### config.mk
export PLATFORM = sky130hd
export DESIGN_NAME = startup_mode_seq
export DESIGN_NICKNAME = d
export VERILOG_FILES = /design/src/rtl/startup_mode_seq.sv
export SDC_FILE = /design/constraint.sdc
export NUM_CORES = 1
export LEC_CHECK = 0
export ABC_AREA = 1
export BUFFER_PORTS_ARGS = -buffer_cell sky130_fd_sc_hd__buf_2
export CAP_MARGIN = 20
export CORE_ASPECT_RATIO = 1.5
export CORE_UTILIZATION = 45
export CTS_CLUSTER_DIAMETER = 30
export DETAILED_ROUTE_END_ITERATION = 10
export GPL_TIMING_DRIVEN = 0
export PLACE_DENSITY_LB_ADDON = 0.12
export SLEW_MARGIN = 0
export SYNTH_ARGS = -nofsm -noshare
export SYNTH_HDL_FRONTEND = slang
export SYNTH_SLANG_ARGS = --single-unit
### constraint.sdc
create_clock -name clk -period 2.3 [get_ports clk]
set_input_delay 0.115 -clock clk [delete_from_list [all_inputs] [get_ports clk]]
set_output_delay 0.115 -clock clk [all_outputs]
set_load 0.005 [all_outputs]
### src/rtl/startup_mode_seq.sv
module startup_mode_seq #(
  parameter int TMR_W    = 18,
  parameter int AW       = 4,
  parameter int DW       = 8,
  parameter int MODE_W   = 4,
  parameter int CTL_ADDR = 8,
  parameter int EN_BIT   = 7,
  parameter int PD_BIT   = 0
) (
  input  logic              clk,
  input  logic              rst_n,
  input  logic              wr_en,
  input  logic [AW-1:0]     wr_addr,
  input  logic [DW-1:0]     wr_data,
  input  logic [MODE_W-1:0] mode_pins,
  output logic [1:0]        op_mode,
  output logic              pwr_down,
  output logic              running,
  output logic [MODE_W-1:0] pin_cfg
);
  localparam logic [AW-1:0]    CTL_A = AW'(CTL_ADDR);
  localparam logic [TMR_W-1:0] T_END = {TMR_W{1'b1}};

  typedef enum logic [1:0] {M_WAIT = 2'b00, M_PINS = 2'b01, M_SOFT = 2'b10} mode_t;

  mode_t             st;
  logic [TMR_W-1:0]  cnt;
  logic              pd;
  logic              run;
  logic [MODE_W-1:0] cfg;

  wire ctl_wr = wr_en && (wr_addr == CTL_A);
  wire en_wr  = ctl_wr && wr_data[EN_BIT];
  wire expire = (cnt == T_END);

  always_ff @(posedge clk or negedge rst_n) begin
    if (!rst_n) begin
      st  <= M_WAIT;
      cnt <= '0;
      pd  <= 1'b1;
      run <= 1'b0;
      cfg <= '0;
    end else begin
      run <= (st != M_WAIT) && !pd;
      case (st)
        M_WAIT: begin
          if (en_wr) begin
            st <= M_SOFT;
            pd <= wr_data[PD_BIT];
          end else if (expire) begin
            st  <= M_PINS;
            cfg <= mode_pins;
            pd  <= 1'b0;
          end else begin
            cnt <= cnt + 1'b1;
          end
        end
        M_SOFT: if (ctl_wr) pd <= wr_data[PD_BIT];
        default: ;
      endcase
    end
  end

  assign op_mode  = st;
  assign pwr_down = pd;
  assign running  = run;
  assign pin_cfg  = cfg;
endmodule

## After elaboration in Yosys (flattened, before gate mapping)

Index checks and enable logic that the tools add are counted.

- Register bits after elaboration: 26
- Logic and storage cells: 31
- Output and inout bits: 8

- Reduce and logical (&&, ||, !) cells: 12
- Bitwise logic cells: 2
- Multiplexer cells: 6
- Add/subtract/negate cells: 1
- Equal/unequal tests: 5

Operators by type and width:

| cell | number |
|---|---|
| $add A18 B1 Y18 const B | 1 |
| $eq A18 B18 Y1 const B | 1 |
| $reduce_and A3 Y1 | 3 |
| $reduce_bool A2 Y1 | 3 |
| $eq A4 B4 Y1 const B | 1 |
| $mux W2 | 2 |
| $logic_and A1 B1 Y1 | 3 |
| $mux W1 | 3 |
| $ne A3 B3 Y1 const B | 1 |
| $eq A2 B2 Y1 const B | 1 |
| $logic_not A2 Y1 | 1 |
| $ne A2 B2 Y1 const B | 1 |
| $not A1 Y1 | 2 |
| $pmux W1 S2 | 1 |
| $reduce_and A2 Y1 | 1 |
| $logic_not A1 Y1 | 1 |

## Logic depth before layout (Yosys ltp)

Gate-level depths: netlist of run 1.

- Depth after elaboration: 5
- Depth in mapped cells: 10

## Least setup slack after synthesis of run 1

Ideal clock, no wire load.

- Kind: reg-to-reg
- Start point: register cnt[0]
- End point: register cnt[6]
- Setup time: 0.117 ns
- Stages on the path, launching flop included: 11
- Arrival time: 1.494 ns
- Slack: 0.690 ns
- Path buffers: 2
- Cells stage by stage: dfrtp_1 ha_1 inv_1 nor2_4 nand3_4 nor2_8 nor2_2 buf_6 buf_6 nand2_1 nand2_1

- Cells in the longest elaborated chain, start to end: 3

Ends and longest elaborated chain:

| item | line | source |
|---|---|---|
| start: declaration | 27 | `logic [TMR_W-1:0] cnt;` |
| start signal: assignment | 55 | `cnt <= cnt + 1'b1;` |
| branches (longest 3 deep; another with $add A18 B1 Y18) | - |  |

Parallel ways; which one is timed is not known.
A chain may end at the register's enable or synchronous reset.

## Final worst setup path of run 1

- Start point: register cnt[0]
- End point: register cnt[9]

The elaborated chain is that of the path after synthesis.

==> results.ini, run 1 <==
[worst_setup_path]
path_max_fanout=10
rrSetupSlack_ns=0.47
cp-end-kind=flip-flop
crit_type=reg2reg
start_kind=flip-flop
reg2regPathDepth=10
worstReg2RegEnd=cnt[9]
arrival_ns=2.00
regToRegStartpoint=cnt[0]
required_ns=2.47

[clocking]
clock_latency_ns=0.27
clkTransAtPathRegs_ns=0.09
cts_tree=yes
holdBufCountCts=1
htree_levels=1
clock_path_buffers=2
cts_root_buf=clkbuf_8
numCtsBuffers=3
cts_resized=0
cts_setup_buffers=0
cts.sinks=26

[logic_synthesis]
yosys.area.top_type=dfrtp_1
postSynthNetCount=210
ys_ff_latch=26
synth_top_area_share_pct=42.4
seq_area_frac_synth_pct=44.2
syn_area_um2=1480
syn_avg_cell_area_um2=7.76
yosys_warnings=0
ys_top_cells_by_area=dfrtp_1 (42%), nand2_1 (19%), nor2_1 (5.6%), xor2_1 (5.3%), inv_1 (3.6%)
synth.distinct_cells=23
synthCells=190

[placed_design]
dpl_cell_area_um2=1630
gp_congestion=0.871
dp.final_hpwl_um=2340
io_buffer_count=20

[sta]
relSlewSlack_pct=60.9
max_freq_mhz=547
fin_crit_ns=1.83
min_period_over_period_pct=79.5
hold_slack_ns=0.0659
finalHoldViolations=0
worstMarginPinSlew_ns=0.587
setup_viol=0
maxSlewViolCount=0
tns_ns=0
rsz0062_at_grt=no
fin_worst_skew_ns=0.00214

[grt]
grt_first_pass_wirelength_um=5300
antenna_found_initial=0
grt_pass1_vias=1254
overflow=0
track_usage_pct=19.9
grt_max_degree=27

[power]
vdd_drop_max_uv=362
p_leak_nw=0.856
p_per_area_nw_per_um2=505
sw_frac_of_total_pct=18.9
p_comb_share_pct=2.6
intPower_mw=0.699
p_seq_share_pct=53.0
p_switching_mw=0.163
totalPowerFinal_mw=0.862
clkPwrFrac_pct=44.4

[routing]
vias_per_cell=5.00
wirelength_um=3040
first_pass_iters=4
post_drt_wl_per_cell_um=11.9
ant_nets=0
num_vias=1274
drc=0
drt_iter0_drc=25

[cells_and_area]
layout-drive-gt1-share_pct=17.7
nNetsFinal=236
fill_cells=315
finalInstanceArea_um2=1710
n_antenna_cell=0
syn_to_final_growth_pct=15.7

[hold_path]
hold_end=pin_cfg[1]
hold_depth=3
hold_path_class=in2reg
worstHoldStart=mode_pins[1]

[floorplanning]
core-area_um2=3130
initial_core_util_pct=47.2
ios=27
dieArea_um2=3520
die_h_um=72.1
dieWidth_um=48.8
rows=25

[job]
max_cap_viol_count=0

[outcome]
status=finished, final reports clean

kinds of logic (layout without fill, tap and decap cells):
| kind of cell | Yosys count | count (layout) | share of synthesized area, % |
|---|---|---|---|
| compound gates | 11 | 11 | 4.41 |
| buf+inv | 18 | 43 | 6.11 |
| flops | 26 | 26 | 44.2 |
| simple gates | 120 | 120 | 36.1 |
| fa+ha+maj | 1 | 1 | 0.848 |
| xor+xnor | 14 | 14 | 8.31 |
Yosys cell counts, drive strengths merged:
master,number
xor2,9
buf,3
ha,1
a21boi,1
nand3b,2
dfstp,1
dfrtp,25
xnor2,5
o21ai,10
nand2,76
nor2,26
nor3,2
nand4,3
inv,15
nand3,11
power groups by stage:
stage	sequential (mW)	clock [mW]	combinational (mW)
detailed placement	0.466	0	0.0219
finish	0.457	0.383	0.0222
CTS	0.457	0.390	0.0231
global placement	0.466	0	0.0207
global route	0.457	0.407	0.0258
floorplan	0.466	0	0.00199
routing by layer:
layer	routed length, um	vias up	global-route usage, %
li1	-	644	-
met1	1220	600	19.9
met2	1670	26	39.5
met3	82	4	1.89
met4	61	0	10.8
met5	0	-	0
worst max-delay path: stages (launching register included):
cell and delay, ns:
dfrtp_1 0.46, ha_1 0.25, inv_1 0.10, nor2_4 0.19
nand3_4 0.12, nor2_8 0.13, nor2_2 0.06, buf_6 0.14
buf_6 0.14, nand2_1 0.07, nand2_1 0.05
through the flow:
step           worst slack (ns)  util (%)  instances
2_1_floorplan             0.690         -        190
3_3_place_gp              0.508      52.0        250
3_5_place_dp              0.480      52.0        250
4_1_cts                   0.459      54.6        255
5_1_grt                   0.330      54.6        255
6_report                  0.473      54.6        255
layout by cell type (no fill, tap or decap), types with 3 or more instances in the layout:
master    instances
nor2_1           22
dfrtp_1          25
buf_2            20
nand3_1          10
o21ai_0           3
o21ai_1           5
nand2_1          74
xnor2_1           5
buf_6             3
nand4_1           3
inv_1            14
xor2_1            9
clkbuf_8          3
sequential cells by signal, summed over array words and instances, names as in the netlist:
signal	count
cnt	18
op_mode	2
pin_cfg	4
pwr_down	1
running	1
cell type report:
type | count | area (um2) | share of cell area, %
multi-input cells | 146 | 733 | 43.0
clock inverters | 1 | 30.0 | 1.76
repair buffers | 21 | 110 | 6.45
plain buffers | 3 | 33.8 | 1.98
flip-flops and latches | 26 | 652 | 38.2
inverters | 15 | 56.3 | 3.30
well taps | 40 | 50.0 | 2.93
clock buffers | 3 | 41.3 | 2.42
how the worst max path moves through the flow:
stage / to / cells after the start / start
after floorplan: cnt[6] / 10 / cnt[0]
after global placement: cnt[6] / 10 / cnt[0]
after detailed placement: cnt[8] / 10 / cnt[0]
after CTS: cnt[6] / 10 / cnt[0]
after global routing: cnt[9] / 10 / cnt[0]
final: cnt[9] / 10 / cnt[0]
No activity file was read; power rests on OpenSTA's default activity.
==> inputs of run 2 (changes only) <==
==> constraint.sdc (replaced) <==
create_clock -name clk -period 1.7 [get_ports clk]
set_input_delay 0.085 -clock clk [delete_from_list [all_inputs] [get_ports clk]]
set_output_delay 0.085 -clock clk [all_outputs]
set_load 0.005 [all_outputs]
==> results.ini, run 2 (synthesized netlist as in run 1, its figures left out) <==
[outcome]
status=finished, final reports clean

[floorplanning]
dieArea_um2=3520
ios=27
initial_core_util_pct=47.2
rows=25
die_h_um=72.1
core-area_um2=3130
dieWidth_um=48.8

[routing]
wirelength_um=3210
post_drt_wl_per_cell_um=12.3
first_pass_iters=4
num_vias=1277
drc=0
vias_per_cell=4.89
drt_iter0_drc=19
ant_nets=0

[cells_and_area]
layout-drive-gt1-share_pct=21.3
largest_reg_flops=18
n_antenna_cell=0
fill_cells=310
final_common_cell=nand2_1
final_cell_mix=nand2_1 (74), dfrtp_1 (24), nor2_1 (22), buf_2 (20), inv_1 (14)
max_flop_register=cnt
nNetsFinal=242
syn_to_final_growth_pct=20.0

[hold_path]
worstHoldStart=mode_pins[3]
hold_depth=3
hold_path_class=in2reg
hold_end=pin_cfg[3]

[worst_setup_path]
max_stage_delay_ns=0.39
crit_chain=ha_4 -> inv_1 -> nor2_4 -> nand3_4 -> nor2_8 -> nor2_2 -> buf_6 -> buf_6 -> nand2_1 -> nand2_1
required_ns=1.88
cp-end-kind=flip-flop
start_kind=flip-flop
worstReg2RegEnd=cnt[9]
reg2regPathDepth=10
cp_slowest_cell=dfrtp_1
arrival_ns=1.77
rrSetupSlack_ns=0.10
path_max_fanout=10
crit_type=reg2reg
regToRegStartpoint=cnt[1]

[sta]
fin_worst_skew_ns=0.00207
finalHoldViolations=0
worstMarginPinSlew_ns=0.589
min_period_over_period_pct=93.9
relSlewSlack_pct=60.7
setup_viol=0
hold_slack_ns=0.0353
max_freq_mhz=626
maxSlewViolCount=0
fin_crit_ns=1.60

[clocking]
clock_latency_ns=0.27
clkTransAtPathRegs_ns=0.09
htree_levels=1
cts_tree=yes
clock_path_buffers=2
cts_root_buf=clkbuf_8
numCtsBuffers=3
cts.sinks=26

[power]
p_per_area_nw_per_um2=661
p_switching_mw=0.224
sw_frac_of_total_pct=19.2
intPower_mw=0.946
totalPowerFinal_mw=1.17
vdd_drop_max_uv=496
p_leak_nw=0.883
p_comb_share_pct=2.6
clkPwrFrac_pct=44.6
p_seq_share_pct=52.8

[placed_design]
gp_congestion=0.871
io_buffer_count=20
dp.final_hpwl_um=2340

[grt]
grt_max_degree=27
grt_pass1_vias=1267
antenna_found_initial=0
grt_first_pass_wirelength_um=5380
overflow=0
track_usage_pct=20.2

[job]
max_cap_viol_count=0

run 2: changes by cell type in the layout (fill, tap and decap cells not counted):
cell | before | now
buf_4 | 0 | 6
dfrtp_1 | 25 | 24
dfrtp_2 | 0 | 1
ha_1 | 1 | 0
ha_4 | 0 | 1
nor3_1 | 2 | 1
nor3_2 | 0 | 1
run 2: power groups by stage:
stage / Sequential, mW / Combinational [mW] / Clock [mW]
final: 0.618 / 0.0300 / 0.522
after CTS: 0.618 / 0.0313 / 0.528
after floorplan: 0.630 / 0.00269 / 0
after global routing: 0.618 / 0.0349 / 0.551
after detailed placement: 0.630 / 0.0296 / 0
after global placement: 0.630 / 0.0280 / 0
run 2: worst max-delay path by stage:
stage / start / endpoint / slack (ns) / depth (start not counted)
2_1_floorplan: cnt[0] / cnt[6] / 0.09 / 10
3_3_place_gp: cnt[0] / cnt[6] / -0.09 / 10
3_5_place_dp: cnt[0] / cnt[8] / -0.12 / 10
5_1_grt: cnt[1] / cnt[9] / -0.003 / 10
4_1_cts: cnt[1] / cnt[6] / 0.02 / 10
6_report: cnt[1] / cnt[9] / 0.10 / 10
run 2: area by class of cell:
cell class,instances,area (um2),share of cell area (%)
clock inverters,1,30.0,1.70
clock buffers,3,41.3,2.33
plain buffers,3,33.8,1.91
well taps,40,50.0,2.83
inverters,15,56.3,3.18
flip-flops and latches,26,653,36.9
multi-input cells,146,751,42.4
repair buffers,27,155,8.76
run 2: repair_timing:
item | in CTS | in global routing
hold buffers | 1 | 0
pin swaps | 1 | 3
cloned | 0 | 0
setup buffers | 1 | 5
resized for setup | 2 | 2
endpoints found under the hold margin | 25 | 0
endpoints found under the setup margin | 14 | 12
run 2: through the flow:
step	area [um2]	worst slack [ns]	instances	utilization, %	setup TNS [ns]
4_1_cts	1720	0.0212	256	54.9	0
3_3_place_gp	1630	-0.0915	250	52.0	-0.825
2_1_floorplan	1480	0.0898	190	-	0
5_1_grt	1770	-0.00294	261	56.6	-0.00294
3_5_place_dp	1630	-0.120	250	52.0	-1.17
6_report	1770	0.103	261	56.6	0
run 2: worst max-delay path: cells and delay by family, from the launching register on:
kind	cells	cell delay, ns
buf+inv	3	0.36
fa+ha+maj	1	0.16
flops	1	0.39
simple gates	6	0.57
run 2: metal layers:
layer	wire length [um]	vias to the layer above	track usage (%)
met5	0	-	0
met4	68	0	10.8
met3	73	4	1.89
met2	1770	22	40.1
met1	1300	598	20.2
li1	-	653	-
